[src/rtl/mdio_mgmt_pkg.sv]
package mdio_mgmt_pkg;

  localparam int FRAME_W = 32;
  localparam int DATA_W  = 16;
  localparam int PRE_W   = 32;

  localparam int OP_HI = 29;
  localparam int OP_LO = 28;

  localparam logic [1:0] OP_READ = 2'b10;

  // MDC period in system clocks for a given select value
  function automatic int unsigned div_period(input logic [1:0] sel, input int unsigned base);
    return base << sel;
  endfunction

  function automatic logic frame_is_read(input logic [FRAME_W-1:0] f);
    return f[OP_HI:OP_LO] == OP_READ;
  endfunction

endpackage

[src/rtl/mdio_mdc_gen.sv]
module mdio_mdc_gen #(
  parameter int BASE_DIV = 8
) (
  input  logic       clk,
  input  logic       rst_n,
  input  logic       en,
  input  logic [1:0] div_sel,
  output logic       mdc,
  output logic       rise_tick,
  output logic       fall_tick
);
  localparam int CNT_W = $clog2(BASE_DIV * 8);

  logic [CNT_W-1:0] cnt;
  logic [CNT_W-1:0] last_cnt;
  logic [CNT_W-1:0] half_cnt;

  always_comb begin
    last_cnt = CNT_W'(mdio_mgmt_pkg::div_period(div_sel, BASE_DIV) - 1);
    half_cnt = CNT_W'(mdio_mgmt_pkg::div_period(div_sel, BASE_DIV) / 2 - 1);
  end

  assign rise_tick = en && (cnt == half_cnt);
  assign fall_tick = en && (cnt == last_cnt);

  always_ff @(posedge clk or negedge rst_n) begin
    if (!rst_n) begin
      cnt <= '0;
      mdc <= 1'b0;
    end else if (!en) begin
      cnt <= '0;
      mdc <= 1'b0;
    end else begin
      cnt <= (cnt >= last_cnt) ? '0 : cnt + 1'b1;
      if (rise_tick)      mdc <= 1'b1;
      else if (fall_tick) mdc <= 1'b0;
    end
  end

  // clock parked low whenever the port is disabled
  assert_mdc_parked_R4: assert property (@(posedge clk) disable iff (!rst_n)
    !en |=> !mdc);

endmodule

[src/rtl/mdio_bit_engine.sv]
module mdio_bit_engine #(
  parameter int PRE_BITS = 32,
  parameter int FRAME_W  = 32,
  parameter int DATA_W   = 16
) (
  input  logic               clk,
  input  logic               rst_n,
  input  logic               en,
  input  logic               start,
  input  logic [FRAME_W-1:0] frame_in,
  input  logic               rise_tick,
  input  logic               fall_tick,
  input  logic               mdio_i,
  output logic               busy,
  output logic               is_read,
  output logic               mdio_o,
  output logic               mdio_oe,
  output logic [DATA_W-1:0]  rd_data,
  output logic               done_tick,
  output logic               cap_tick
);
  localparam int TOT    = PRE_BITS + FRAME_W;
  localparam int IDX_W  = $clog2(TOT + 2);
  localparam int TA_POS = TOT - DATA_W - 2;
  localparam logic [IDX_W-1:0] LAST_IDX  = IDX_W'(TOT);
  localparam logic [IDX_W-1:0] TA_IDX    = IDX_W'(TA_POS);
  localparam logic [IDX_W-1:0] DATA_IDX  = IDX_W'(TA_POS + 3);

  logic [TOT-1:0]    sh;
  logic [IDX_W-1:0]  idx;   // 0: waiting for first fall; k: bit k-1 on the line
  logic [DATA_W-1:0] cap;

  assign done_tick = busy && fall_tick && (idx == LAST_IDX);
  assign cap_tick  = busy && is_read && rise_tick && (idx >= DATA_IDX);
  assign mdio_o    = busy ? sh[TOT-1] : 1'b1;
  assign mdio_oe   = busy && (idx != '0) && !(is_read && (idx > TA_IDX));
  assign rd_data   = cap;

  always_ff @(posedge clk or negedge rst_n) begin
    if (!rst_n) begin
      sh      <= '1;
      idx     <= '0;
      busy    <= 1'b0;
      is_read <= 1'b0;
    end else if (!en) begin
      busy <= 1'b0;
      idx  <= '0;
    end else if (start && !busy) begin
      sh      <= {{PRE_BITS{1'b1}}, frame_in};
      idx     <= '0;
      busy    <= 1'b1;
      is_read <= mdio_mgmt_pkg::frame_is_read(frame_in);
    end else if (busy && fall_tick) begin
      if (idx == LAST_IDX) begin
        busy <= 1'b0;
        idx  <= '0;
      end else begin
        if (idx != '0) sh <= sh << 1;
        idx <= idx + 1'b1;
      end
    end
  end

  always_ff @(posedge clk or negedge rst_n) begin
    if (!rst_n)        cap <= '0;
    else if (cap_tick) cap <= {cap[DATA_W-2:0], mdio_i};
  end

  // line data moves only right after an MDC falling tick
  assert_data_on_fall_R6: assert property (@(posedge clk) disable iff (!rst_n)
    busy && $past(busy) && !$stable(mdio_o) |-> $past(fall_tick));

  // never sample while this side is driving the line
  assert_no_drive_while_sampling_R7: assert property (@(posedge clk) disable iff (!rst_n)
    cap_tick |-> !mdio_oe);

  // completion always leaves the engine idle
  assert_done_goes_idle_R9: assert property (@(posedge clk) disable iff (!rst_n)
    done_tick |=> !busy);

endmodule

[src/rtl/mdio_mgmt_ctrl.sv]
module mdio_mgmt_ctrl #(
  parameter int BASE_DIV = 8
) (
  input  logic        clk,
  input  logic        rst_n,
  input  logic        port_en,
  input  logic [1:0]  div_sel,
  input  logic        wr_en,
  input  logic [31:0] wr_data,
  output logic [31:0] frame_q,
  output logic        idle,
  output logic        mdc,
  output logic        mdio_o,
  output logic        mdio_oe,
  input  logic        mdio_i
);
  import mdio_mgmt_pkg::*;

  logic rise_tick, fall_tick;
  logic busy, is_read, done_tick, cap_tick;
  logic accept, rd_done;
  logic [DATA_W-1:0] rd_data;

  assign accept  = wr_en && port_en && !busy;
  assign rd_done = done_tick && is_read;
  assign idle    = !busy;

  mdio_mdc_gen #(.BASE_DIV(BASE_DIV)) u_clk (
    .clk(clk), .rst_n(rst_n), .en(port_en), .div_sel(div_sel),
    .mdc(mdc), .rise_tick(rise_tick), .fall_tick(fall_tick)
  );

  mdio_bit_engine #(.PRE_BITS(PRE_W), .FRAME_W(FRAME_W), .DATA_W(DATA_W)) u_eng (
    .clk(clk), .rst_n(rst_n), .en(port_en), .start(accept), .frame_in(wr_data),
    .rise_tick(rise_tick), .fall_tick(fall_tick), .mdio_i(mdio_i),
    .busy(busy), .is_read(is_read), .mdio_o(mdio_o), .mdio_oe(mdio_oe),
    .rd_data(rd_data), .done_tick(done_tick), .cap_tick(cap_tick)
  );

  always_ff @(posedge clk or negedge rst_n) begin
    if (!rst_n)       frame_q <= '0;
    else if (accept)  frame_q <= wr_data;
    else if (rd_done) frame_q[DATA_W-1:0] <= rd_data;
  end

  // a disabled port never leaves a frame in flight
  assert_abort_idle_R10: assert property (@(posedge clk) disable iff (!rst_n)
    !port_en |=> idle);

  // writes during a frame leave the register untouched
  assert_busy_write_ignored_R3: assert property (@(posedge clk) disable iff (!rst_n)
    wr_en && !idle && !rd_done |=> $stable(frame_q));

  // header half survives read completion
  assert_header_kept_R8: assert property (@(posedge clk) disable iff (!rst_n)
    rd_done |=> frame_q[31:16] == $past(frame_q[31:16]));

endmodule

[config.mk]
export PLATFORM = sky130hd
export DESIGN_NAME = mdio_mgmt_ctrl
export DESIGN_NICKNAME = d
export VERILOG_FILES = /design/src/rtl/mdio_mgmt_pkg.sv /design/src/rtl/mdio_mdc_gen.sv /design/src/rtl/mdio_bit_engine.sv /design/src/rtl/mdio_mgmt_ctrl.sv
export SDC_FILE = /design/constraint.sdc
export NUM_CORES = 1
export LEC_CHECK = 0
export ABC_CLOCK_PERIOD_IN_PS = 2040
export BUFFER_PORTS_ARGS = -buffer_cell sky130_fd_sc_hd__buf_4
export CORE_ASPECT_RATIO = 2
export CORE_MARGIN = 1.5
export CORE_UTILIZATION = 32
export DETAILED_ROUTE_END_ITERATION = 7
export PLACE_DENSITY = 0.62
export SLEW_MARGIN = 40
export SYNTH_ARGS = -nofsm -noshare
export SYNTH_HDL_FRONTEND = slang
export SYNTH_SLANG_ARGS = --single-unit
[constraint.sdc]
create_clock -name clk -period 2.04 [get_ports clk]
set_input_delay 0.51 -clock clk [delete_from_list [all_inputs] [get_ports clk]]
set_output_delay 0.51 -clock clk [all_outputs]
set_load 0.005 [all_outputs]
**After elaboration in Yosys (flattened, before gate mapping)**

Index checks and enable logic that the tools add are counted.
W data, S select, Z words.

- Input bits: 39
- Output and inout port bits: 36
- Word-level logic and storage cells: 68
- Flip-flop bits (word level): 128

- Add/subtract/negate cells: 4
- Magnitude comparators: 3
- Reductions and logical operators: 23
- Multiplexer cells: 20
- Eq/ne operators: 8
- Shifts and indexed selects: 1

Operator list:

| cell | count |
|---|---|
| $mux W64 | 4 |
| $mux W16 | 2 |
| $mux W7 | 4 |
| $logic_and A1 B1 Y1 | 14 |
| $eq A6 B6 Y1 | 2 |
| $mux W6 | 2 |
| $sub A6 B1 Y6 const B | 2 |
| $ne A3 B1 Y1 const B | 3 |
| $mux W1 | 8 |
| $add A7 B1 Y7 const B | 1 |
| $eq A7 B7 Y1 const B | 1 |
| $ge A7 B6 Y1 const B | 1 |
| $gt A7 B6 Y1 const B | 1 |
| $reduce_bool A7 Y1 | 1 |
| $shl A4 B2 Y7 const A | 1 |
| $add A6 B1 Y6 const B | 1 |
| $ge A6 B6 Y1 | 1 |
| $reduce_bool A2 Y1 | 3 |
| $reduce_and A2 Y1 | 2 |
| $reduce_and A4 Y1 | 1 |
| $eq A2 B2 Y1 const B | 1 |
| $logic_not A1 Y1 | 2 |
| $ne A2 B2 Y1 const B | 1 |

**Depth between registers and ports, before layout**

Gate-level depths: netlist (run 1).

- Depth after elaboration: 9
- Depth in mapped cells: 9
- Mapped depth without buffers: 6

**Modules after synthesis**

From an unflattened synthesis (run 1), not the netlist that was laid out.

- Cell total of the unflattened synthesis: 529
- Area total of the unflattened synthesis: 6277.3 um2

Modules (own cells, without submodules):

| module | cells an instance | instances | seq. area each (um2) | area each (um2) |
|---|---|---|---|---|
| mdio_bit_engine | 355 | 1 | 2307.2 | 4170.2 |
| mdio_mgmt_ctrl | 127 | 1 | 800.8 | 1652.8 |
| mdio_mdc_gen | 47 | 1 | 175.2 | 454.2 |

**Least setup slack after synthesis (run 1)**

No wires, ideal clock.

- Path kind: input to register
- Start point: in div_sel[1]
- End point: reg frame_q[14]
- Path slack: -159 ps
- Required time: 1917 ps
- Library setup time: 123 ps
- Path buffers: 3
- Stages on the path: 9
- Arrival: 2076 ps
- Cell sequence: buf_4 > nand2_1 > ha_1 > and4_1 > and2_1 > buf_2 > nand3_1 > buf_2 > o221a_2

- Cells in the longest elaborated chain, start to end: 8

Ends and longest elaborated chain:

| element | line | source |
|---|---|---|
| start: declaration | mdio_mgmt_ctrl.sv:7 | `input logic [1:0] div_sel,` |
| $shl A4 B2 Y7 | -- |  |
| $sub A6 B1 Y6 | mdio_mdc_gen.sv:19 | `last_cnt = CNT_W'(mdio_mgmt_pkg::div_period(div_sel, BASE_DIV) - 1);` |
| $eq A6 B6 Y1 | mdio_mdc_gen.sv:24 | `assign fall_tick = en && (cnt == last_cnt);` |
| $logic_and A1 B1 Y1 | mdio_mdc_gen.sv:24 |  |
| $logic_and A1 B1 Y1 (2 in a row) | mdio_bit_engine.sv:33 | `assign done_tick = busy && fall_tick && (idx == LAST_IDX);` |
| $logic_and A1 B1 Y1 | mdio_mgmt_ctrl.sv:25 | `assign rd_done = done_tick && is_read;` |
| $reduce_bool A2 Y1 (no line) | -- |  |
| end signal: assignment | mdio_mgmt_ctrl.sv:42 | `else if (accept) frame_q <= wr_data;` |
| end signal: indexed assignment | mdio_mgmt_ctrl.sv:43 | `else if (rd_done) frame_q[DATA_W-1:0] <= rd_data;` |
| end: declaration | mdio_mgmt_ctrl.sv:10 | `output logic [31:0] frame_q,` |

Every way passes these cells.
A chain may end at the register's enable or synchronous reset.

**Final worst setup path (run 1)**

- Start point: reg u_eng.idx[0]
- End point: out mdio_oe

- Cells in the longest elaborated chain, start to end: 4
- Elaborated cells on any way between the ends: 6
- Classes of those cells: order compare: 1; reduce/logical: 5

Ends and longest elaborated chain:

| element | line | source |
|---|---|---|
| start: declaration | mdio_bit_engine.sv:30 | `logic [IDX_W-1:0] idx;` |
| start signal: assignment | mdio_bit_engine.sv:59 | `idx <= idx + 1'b1;` |
| $gt A7 B6 Y1 | mdio_bit_engine.sv:36 | `assign mdio_oe = busy && (idx != '0) && !(is_read && (idx > TA_IDX));` |
| $logic_and A1 B1 Y1 | mdio_bit_engine.sv:36 |  |
| $logic_not A1 Y1 | mdio_bit_engine.sv:36 |  |
| $logic_and A1 B1 Y1 * | mdio_bit_engine.sv:36 |  |
| end: declaration | mdio_mgmt_ctrl.sv:14 | `output logic mdio_oe,` |

Every way passes the cells marked *; elsewhere a longest branch is shown, timed or not.

==> implementation parameters, run 1 <==
Parameter                              Value

Timing
  Fin Clk Skew    0.0105 ns
  Final hold violation count    0
  Crit share post-route    1.21
  Remaining max-slew budget at the tightest pin    0.727
  Worst slew pin tran    0.410 ns
  Post-route worst hold slack    0.310 ns
  Maximum clock frequency    406 MHz
  Final Slew Violations    0
  Final Worst Setup Slack    -0.421 ns
  Minimum period implied by the final worst setup slack    2.46 ns
  Unrepaired setup endpoints after global routing    true
  # setup viols final    1
  Setup Total Neg Slack    -0.421 ns

Cells and area
  Antenna diode count    0
  Final net count    686
  Share of the core filled with cells    0.418
  Leading cell types in the layout, fill and taps excluded    sky130_fd_sc_hd__buf_4, sky130_fd_sc_hd__nand3_1, sky130_fd_sc_hd__nand2_1
  Share of layout cells above drive strength 1    0.390
  Most frequent standard cell in the layout excluding fill and tap cells    sky130_fd_sc_hd__buf_4
  Area added between synthesis and finish    28.9%
  Filler Cells Inserted    1721
  Final cell count without fillers    868
  Summed area of non-filler cells in the final layout    0.00758 mm²

Clocking
  CTS Buffer Depth    2
  Clock latency at the later pin of the worst-skew pair    0.41 ns
  CTS tree    yes
  Total number of H-tree levels    4
  Root Driver    sky130_fd_sc_hd__clkbuf_16
  Clk pin slew, worst setup/hold paths    0.06 ns
  Number of sinks on the clock net    128
  Number of buffers created by CTS    17

Synthesis
  #FFs+latches synth    128
  Number of flops mapped to enable cells by yosys    0
  Number of instances in the synthesized netlist    554
  Mapped Area    0.00588 mm²
  Post-Synthesis Mean Instance Area    10.6 µm²
  Number of nets produced by synthesis    601
  Number of library cell types mapped by synthesis    46
  Synth Flop Type    sky130_fd_sc_hd__dfstp_2
  Share of async-settable or async-resettable flops after synthesis    1.00
  Sequential share of the synthesized area    0.558
  Synthesis Warnings    0

Worst setup path
  Critical path type    reg -> out
  Type of element capturing the critical path    output pin
  Setup crit start kind    register
  Req. time, crit path    1.53 ns
  Crit-path max FO    2
  Worst path arrival time    1.95 ns
  Worst reg2reg setup slack    0.07 ns

Global route
  Pin count of the biggest net entering global routing    54
  Vias in the first global route    4903
  Initial antenna violation count    0
  Wire length of the first global-routing pass    24400 µm
  Overall fraction of global-route tracks in use    0.158
  Grt total ovfl    0

Status
  Violations in the final reports    design-rule violations, negative setup slack
  Outcome    finished with violations

Power
  Worst IR drop on VDD    0.000365 V
  Reported leakage power    3.13 nW
  Total chip power    6.65 mW
  Power per Cell Area    877 mW/mm²

Placed design
  Setup Slack @ Placement    -0.161 ns
  Placed Instance Area    0.00695 mm²
  Routability congestion estimate    0.836
  DPL Wire Length    9830 µm
  Dpl cells    829
  Port buffer count    74

Floorplan
  Cell row count    70
  Number of I/O pins    75
  Initial core utilization    0.324
  Die boundary width    98.8 µm
  Die Y-Extent    195 µm
  Area inside the core boundary    0.0181 mm²
  Die outline area    0.0192 mm²

Detailed routing
  Number of design rule violations left after detail routing    7
  1st-pass router iterations    7
  Routed via count    4709
  Post-route antenna net violation count    0
  Average detailed-routed wire length per instance    16.9 µm
  Violation count after the first detailed-route iteration    281
  Total routed wirelength    14600 µm
  Via/cell ratio    5.43

Worst hold path
  Path category of the worst min-delay check    in -> reg

Flow run
  Max-cap violations    0
[routing by layer]
| layer | routed length (µm) | GRT usage |
|---|---|---|
| met2 | 8120 | 0.281 |
| met3 | 429 | 0.0302 |
| met5 | 0 | 0 |
| met4 | 338 | 0.0672 |
| met1 | 5760 | 0.182 |
[synth_stat cells, types with 2 or more instances]
cell type	n	area (µm²)
sky130_fd_sc_hd__ha_1	8	100
sky130_fd_sc_hd__or3_1	5	31.3
sky130_fd_sc_hd__or4_1	15	113
sky130_fd_sc_hd__clkbuf_1	28	105
sky130_fd_sc_hd__o211ai_1	15	113
sky130_fd_sc_hd__a211oi_1	3	22.5
sky130_fd_sc_hd__buf_2	8	40.0
sky130_fd_sc_hd__o21ai_0	43	215
sky130_fd_sc_hd__mux2_4	10	150
sky130_fd_sc_hd__dfrtp_1	64	1600
sky130_fd_sc_hd__nand4_1	3	18.8
sky130_fd_sc_hd__a21oi_1	12	60.1
sky130_fd_sc_hd__o311a_1	15	150
sky130_fd_sc_hd__xor2_1	3	26.3
sky130_fd_sc_hd__nor2b_1	2	12.5
sky130_fd_sc_hd__nand2b_1	16	100
sky130_fd_sc_hd__a21o_1	2	15.0
sky130_fd_sc_hd__buf_1	4	15.0
sky130_fd_sc_hd__nor2_1	13	48.8
sky130_fd_sc_hd__nand3_1	90	450
sky130_fd_sc_hd__nand2_1	74	278
sky130_fd_sc_hd__mux2_2	6	67.6
sky130_fd_sc_hd__xnor2_1	3	26.3
sky130_fd_sc_hd__and2_1	2	12.5
sky130_fd_sc_hd__o221a_2	15	169
sky130_fd_sc_hd__dfstp_2	64	1680
sky130_fd_sc_hd__inv_1	9	33.8
sky130_fd_sc_hd__a311oi_1	2	17.5
sky130_fd_sc_hd__and3_1	2	12.5
sky130_fd_sc_hd__a31oi_1	2	12.5
[worst max-delay path: stages (launching register included)]
cell	delay (ns)
sky130_fd_sc_hd__dfrtp_1	0.40
sky130_fd_sc_hd__inv_2	0.09
sky130_fd_sc_hd__ha_4	0.12
sky130_fd_sc_hd__and4b_1	0.18
sky130_fd_sc_hd__o21ai_1	0.13
sky130_fd_sc_hd__a21boi_1	0.09
sky130_fd_sc_hd__a311oi_2	0.27
sky130_fd_sc_hd__buf_4	0.17
sky130_fd_sc_hd__buf_6	0.08
[worst paths after layout]
check / depth (start not counted) / startpoint / end
max in group asynchronous: 3 / rst_n / u_eng.sh[2]
setup reg to reg: 8 / u_eng.idx[1] / u_eng.rd_data[0]
setup / recovery: 8 / u_eng.idx[0] / mdio_oe
hold reg to reg: 1 / u_clk.cnt[0] / u_clk.cnt[0]
min in group asynchronous: 2 / rst_n / frame_q[23]
hold / removal: 3 / wr_data[24] / frame_q[24]
[layout make-up]
type	instances	area (µm²)	area share
flip-flops and latches	128	3280	0.433
multi-input cells	375	2490	0.329
repair buffers	108	976	0.129
clock buffers	19	433	0.0571
well taps	216	270	0.0356
clock inverters	13	91.3	0.0120
inverters	9	36.3	0.00479
[registers in the layout, indices dropped and copies added (netlist names)]
signal / count
u_eng.rd_data: 16
u_clk.cnt: 6
u_clk.mdc: 1
u_eng.sh: 64
u_eng.is_read: 1
frame_q: 32
u_eng.idx: 7
u_eng.busy: 1
[repair_timing]
item	4_1_cts	5_1_grt
gates resized for setup	8	2
pin swaps	4	1
hold endpoints to repair	22	0
buffers inserted	1	4
setup endpoints to repair	1	30
hold buffers	1	0
cloned	0	1
[power breakdown]
part | internal [mW] | switching (mW)
registers | 2.89 | 0.164
logic | 0.470 | 0.402
clock network | 1.55 | 1.16
[kinds of logic (layout without fill, tap and decap cells)]
family | count (synthesis) | in the layout | synth area share
flops | 128 | 128 | 0.558
simple gates | 230 | 230 | 0.198
xor+xnor | 6 | 6 | 0.00894
mux | 16 | 16 | 0.0370
compound gates | 115 | 115 | 0.144
buf+inv | 51 | 149 | 0.0362
fa+ha+maj | 8 | 8 | 0.0170
(Power assumes the default switching activity.)
==> run 2, diff against run 1 <==
--- a/config.mk
+++ b/config.mk
@@ -5,13 +5,13 @@
 export SDC_FILE = /design/constraint.sdc
 export NUM_CORES = 1
 export LEC_CHECK = 0
-export ABC_CLOCK_PERIOD_IN_PS = 2040
+export ABC_CLOCK_PERIOD_IN_PS = 3100
 export BUFFER_PORTS_ARGS = -buffer_cell sky130_fd_sc_hd__buf_4
 export CORE_ASPECT_RATIO = 2
 export CORE_MARGIN = 1.5
 export CORE_UTILIZATION = 32
 export DETAILED_ROUTE_END_ITERATION = 7
-export PLACE_DENSITY = 0.62
+export PLACE_DENSITY = 0.6
 export SLEW_MARGIN = 40
 export SYNTH_ARGS = -nofsm -noshare
 export SYNTH_HDL_FRONTEND = slang
==> constraint.sdc (replaced) <==
create_clock -name clk -period 3.1 [get_ports clk]
set_input_delay 0.775 -clock clk [delete_from_list [all_inputs] [get_ports clk]]
set_output_delay 0.775 -clock clk [all_outputs]
set_load 0.005 [all_outputs]
==> run 2 against run 1 <==
Net effect: the flow finishes with violations (design-rule violations); sequential share of layout area is 1.8 points higher; combinational power is 40% lower; register-to-register slack better by 0.69 ns; clock-buffer cell count stayed put; non-clock buffer count is 15 lower; first-iteration DRC count is 6.4% lower; final area is 4.0% lower; core utilization is 1.7 points lower; critical path depth is 1 lower; clock skew is 0.0015 ns higher; highest routed layer unchanged.
==> implementation parameters, run 2 (synthesized netlist as in run 1, its figures left out) <==
Parameter                              Value

Floorplan
  Cell row count    70 (unchanged)
  Area inside the core boundary    0.0181 mm² (unchanged)
  Die outline area    0.0192 mm² (unchanged)
  Number of I/O pins    75 (unchanged)
  Die boundary width    98.8 µm (unchanged)
  Initial core utilization    0.324 (unchanged)
  Die Y-Extent    195 µm (unchanged)

Flow run
  Max-cap violations    0 (unchanged)

Detailed routing
  Via/cell ratio    5.37 (-0.94%)
  Average detailed-routed wire length per instance    17.0 µm (+0.93%)
  1st-pass router iterations    7 (unchanged)
  Total routed wirelength    14500 µm (-0.81%)
  Number of design rule violations left after detail routing    12 (+5)
  Violation count after the first detailed-route iteration    263 (-6.4%)
  Routed via count    4584 (-2.7%)
  Post-route antenna net violation count    0 (unchanged)

Worst setup path
  Depth of the worst register-to-register path    6 (-2)
  Startpoint of the lowest-slack register-to-register path    u_eng.idx[1]
  Worst reg2reg setup slack    0.76 ns (+0.69 ns)
  Setup crit end    mdio_oe
  Reg-to-reg critical path endpoint    u_eng.rd_data[8]
  Critical path type    reg -> out
  Worst Setup SP    u_eng.idx[0]
  Crit-path max FO    8 (+6)
  Setup crit start kind    register
  Type of element capturing the critical path    output pin
  Req. time, crit path    2.32 ns (+0.79 ns)
  Worst path arrival time    2.17 ns (+0.22 ns)

Timing
  Remaining max-slew budget at the tightest pin    0.524 (-0.203)
  Worst slew pin tran    0.710 ns (+0.300 ns)
  # setup viols final    0 (-1)
  Unrepaired setup endpoints after global routing    false
  Setup Total Neg Slack    0 ns (+0.421 ns)
  Final hold violation count    0 (unchanged)
  Final Worst Setup Slack    0.157 ns (+0.578 ns)
  Crit share post-route    0.949
  Final Slew Violations    0 (unchanged)
  Fin Clk Skew    0.0120 ns (+0.00152 ns)
  Minimum period implied by the final worst setup slack    2.94 ns
  Maximum clock frequency    340 MHz

Status
  Outcome    finished with violations
  Violations in the final reports    design-rule violations

Placed design
  Dpl cells    821 (-0.97%)
  Port buffer count    74 (unchanged)
  Setup Slack @ Placement    0.404 ns (+0.566 ns)
  Routability congestion estimate    0.882 (+5.5%)
  DPL Wire Length    9960 µm (+1.4%)

Global route
  Vias in the first global route    4894 (-0.18%)
  Global routing usage on met1    0.183 (+0.000986)
  Pin count of the biggest net entering global routing    61 (+13%)
  Grt total ovfl    0 (unchanged)
  Met3 routing resource usage after global routing    0.0291 (-0.00108)
  Global Route met2 Usage    0.277 (-0.00409)
  Overall fraction of global-route tracks in use    0.159 (+0.000499)
  Wire length of the first global-routing pass    24400 µm (+0.25%)
  Initial antenna violation count    0 (unchanged)
  Top Usage Layer GRT    met2

Power
  Proportion of total power due to net switching    0.259 (-0.000865)
  Reported leakage power    3.01 nW (-3.9%)
  Power per Cell Area    604 mW/mm² (-31%)
  Internal power    3.26 mW (-34%)
  Worst IR drop on VDD    0.000332 V (-9.2%)
  Combinational share of power    0.119 (-0.012)
  Total chip power    4.40 mW (-34%)
  Sequential cell fraction of total power    0.458 (-0.002)
  NetSw    1.14 mW (-34%)
  Part of the power in the clock network    0.423 (+0.014)

Clocking
  CTS tree    yes
  Clk pin slew, worst setup/hold paths    0.06 ns (about the same)
  Total number of H-tree levels    4 (unchanged)
  Number of buffers created by CTS    17 (unchanged)
  Number of sinks on the clock net    128 (unchanged)
  CTS Buffer Depth    2 (unchanged)
  Clock latency at the later pin of the worst-skew pair    0.41 ns (about the same)
  Root Driver    sky130_fd_sc_hd__clkbuf_16
  Number of setup buffers added after CTS    0 (-1)

Cells and area
  Most frequent standard cell in the layout excluding fill and tap cells    sky130_fd_sc_hd__buf_4
  Final net count    671 (-2.2%)
  Flip-flop count of the largest register after layout    64 (unchanged)
  Area occupied by multi-input gates    0.00241 mm² (-3.1%)
  FF/Latch Area    0.00328 mm² (unchanged)
  Reg with most FFs    u_eng.sh
  Final cell count without fillers    853 (-1.7%)
  Filler Cells Inserted    1740 (+1.1%)
  Area added between synthesis and finish    23.8%
  Antenna diode count    0 (unchanged)
  Share of layout cells above drive strength 1    0.364 (-0.0254)
  Leading cell types in the layout, fill and taps excluded    sky130_fd_sc_hd__buf_4, sky130_fd_sc_hd__nand3_1, sky130_fd_sc_hd__nand2_1

Worst hold path
  Path category of the worst min-delay check    in -> async
-- run 2: cell type report --
type / instances / share of cell area
clock buffer: 19 / 0.0622
clock inverter: 13 / 0.0141
tap: 216 / 0.0371
timing repair buffer: 93 / 0.0993
multi-input combinational: 375 / 0.332
sequential: 128 / 0.451
inverter: 9 / 0.00464
-- run 2: per-layer routing --
| metal | routed length (µm) | vias to the layer above | part of all wire |
|---|---|---|---|
| li1 | - | 2152 | - |
| met1 | 5770 | 2294 | 0.40 |
| met2 | 7800 | 124 | 0.54 |
| met3 | 604 | 14 | 0.042 |
| met4 | 345 | 0 | 0.024 |
| met5 | 0 | - | 0 |
-- run 2: what timing repair did --
action | 4_1_cts | 5_1_grt
setup endpoints to repair | 0 | 1
gates resized for setup | 0 | 1
hold buffers | 0 | 0
-- run 2: worst min-delay path by stage --
stage / endpoint / from / slack, ns / depth (start not counted)
after floorplan: u_clk.cnt[0] / u_clk.cnt[0] / 0.43 / 1
after global placement: u_clk.cnt[0] / u_clk.cnt[0] / 0.45 / 1
after detailed placement: u_clk.cnt[0] / u_clk.cnt[0] / 0.46 / 1
after CTS: frame_q[22] / rst_n / 0.38 / 1
after global routing: frame_q[20] / rst_n / 0.41 / 1
final: u_clk.cnt[4] / rst_n / 0.38 / 1
-- run 2: critical path: stages, from the launching register on --
cell,delay [ns]
sky130_fd_sc_hd__dfrtp_1,0.48
sky130_fd_sc_hd__inv_1,0.15
sky130_fd_sc_hd__ha_1,0.16
sky130_fd_sc_hd__and4b_1,0.18
sky130_fd_sc_hd__o21ai_0,0.13
sky130_fd_sc_hd__a21boi_0,0.12
sky130_fd_sc_hd__a311oi_2,0.36
sky130_fd_sc_hd__buf_4,0.18
-- run 2: power by group through the flow --
stage	sequential, mW	clock (mW)	combinational (mW)
floorplan	2.01	0	0.257
global placement	2.03	0	0.516
detailed placement	2.04	0	0.532
CTS	2.01	1.90	0.533
global route	2.04	1.97	0.588
finish	2.01	1.86	0.524
-- run 2: through the flow --
stage                     hold WS, ns  area (µm²)   util
after floorplan                 0.433        5880      -
after global placement          0.446        6720  0.371
after detailed placement        0.464        6720  0.371
after CTS                       0.383        7270  0.401
after global routing            0.408        7280  0.402
final                           0.375        7280  0.402
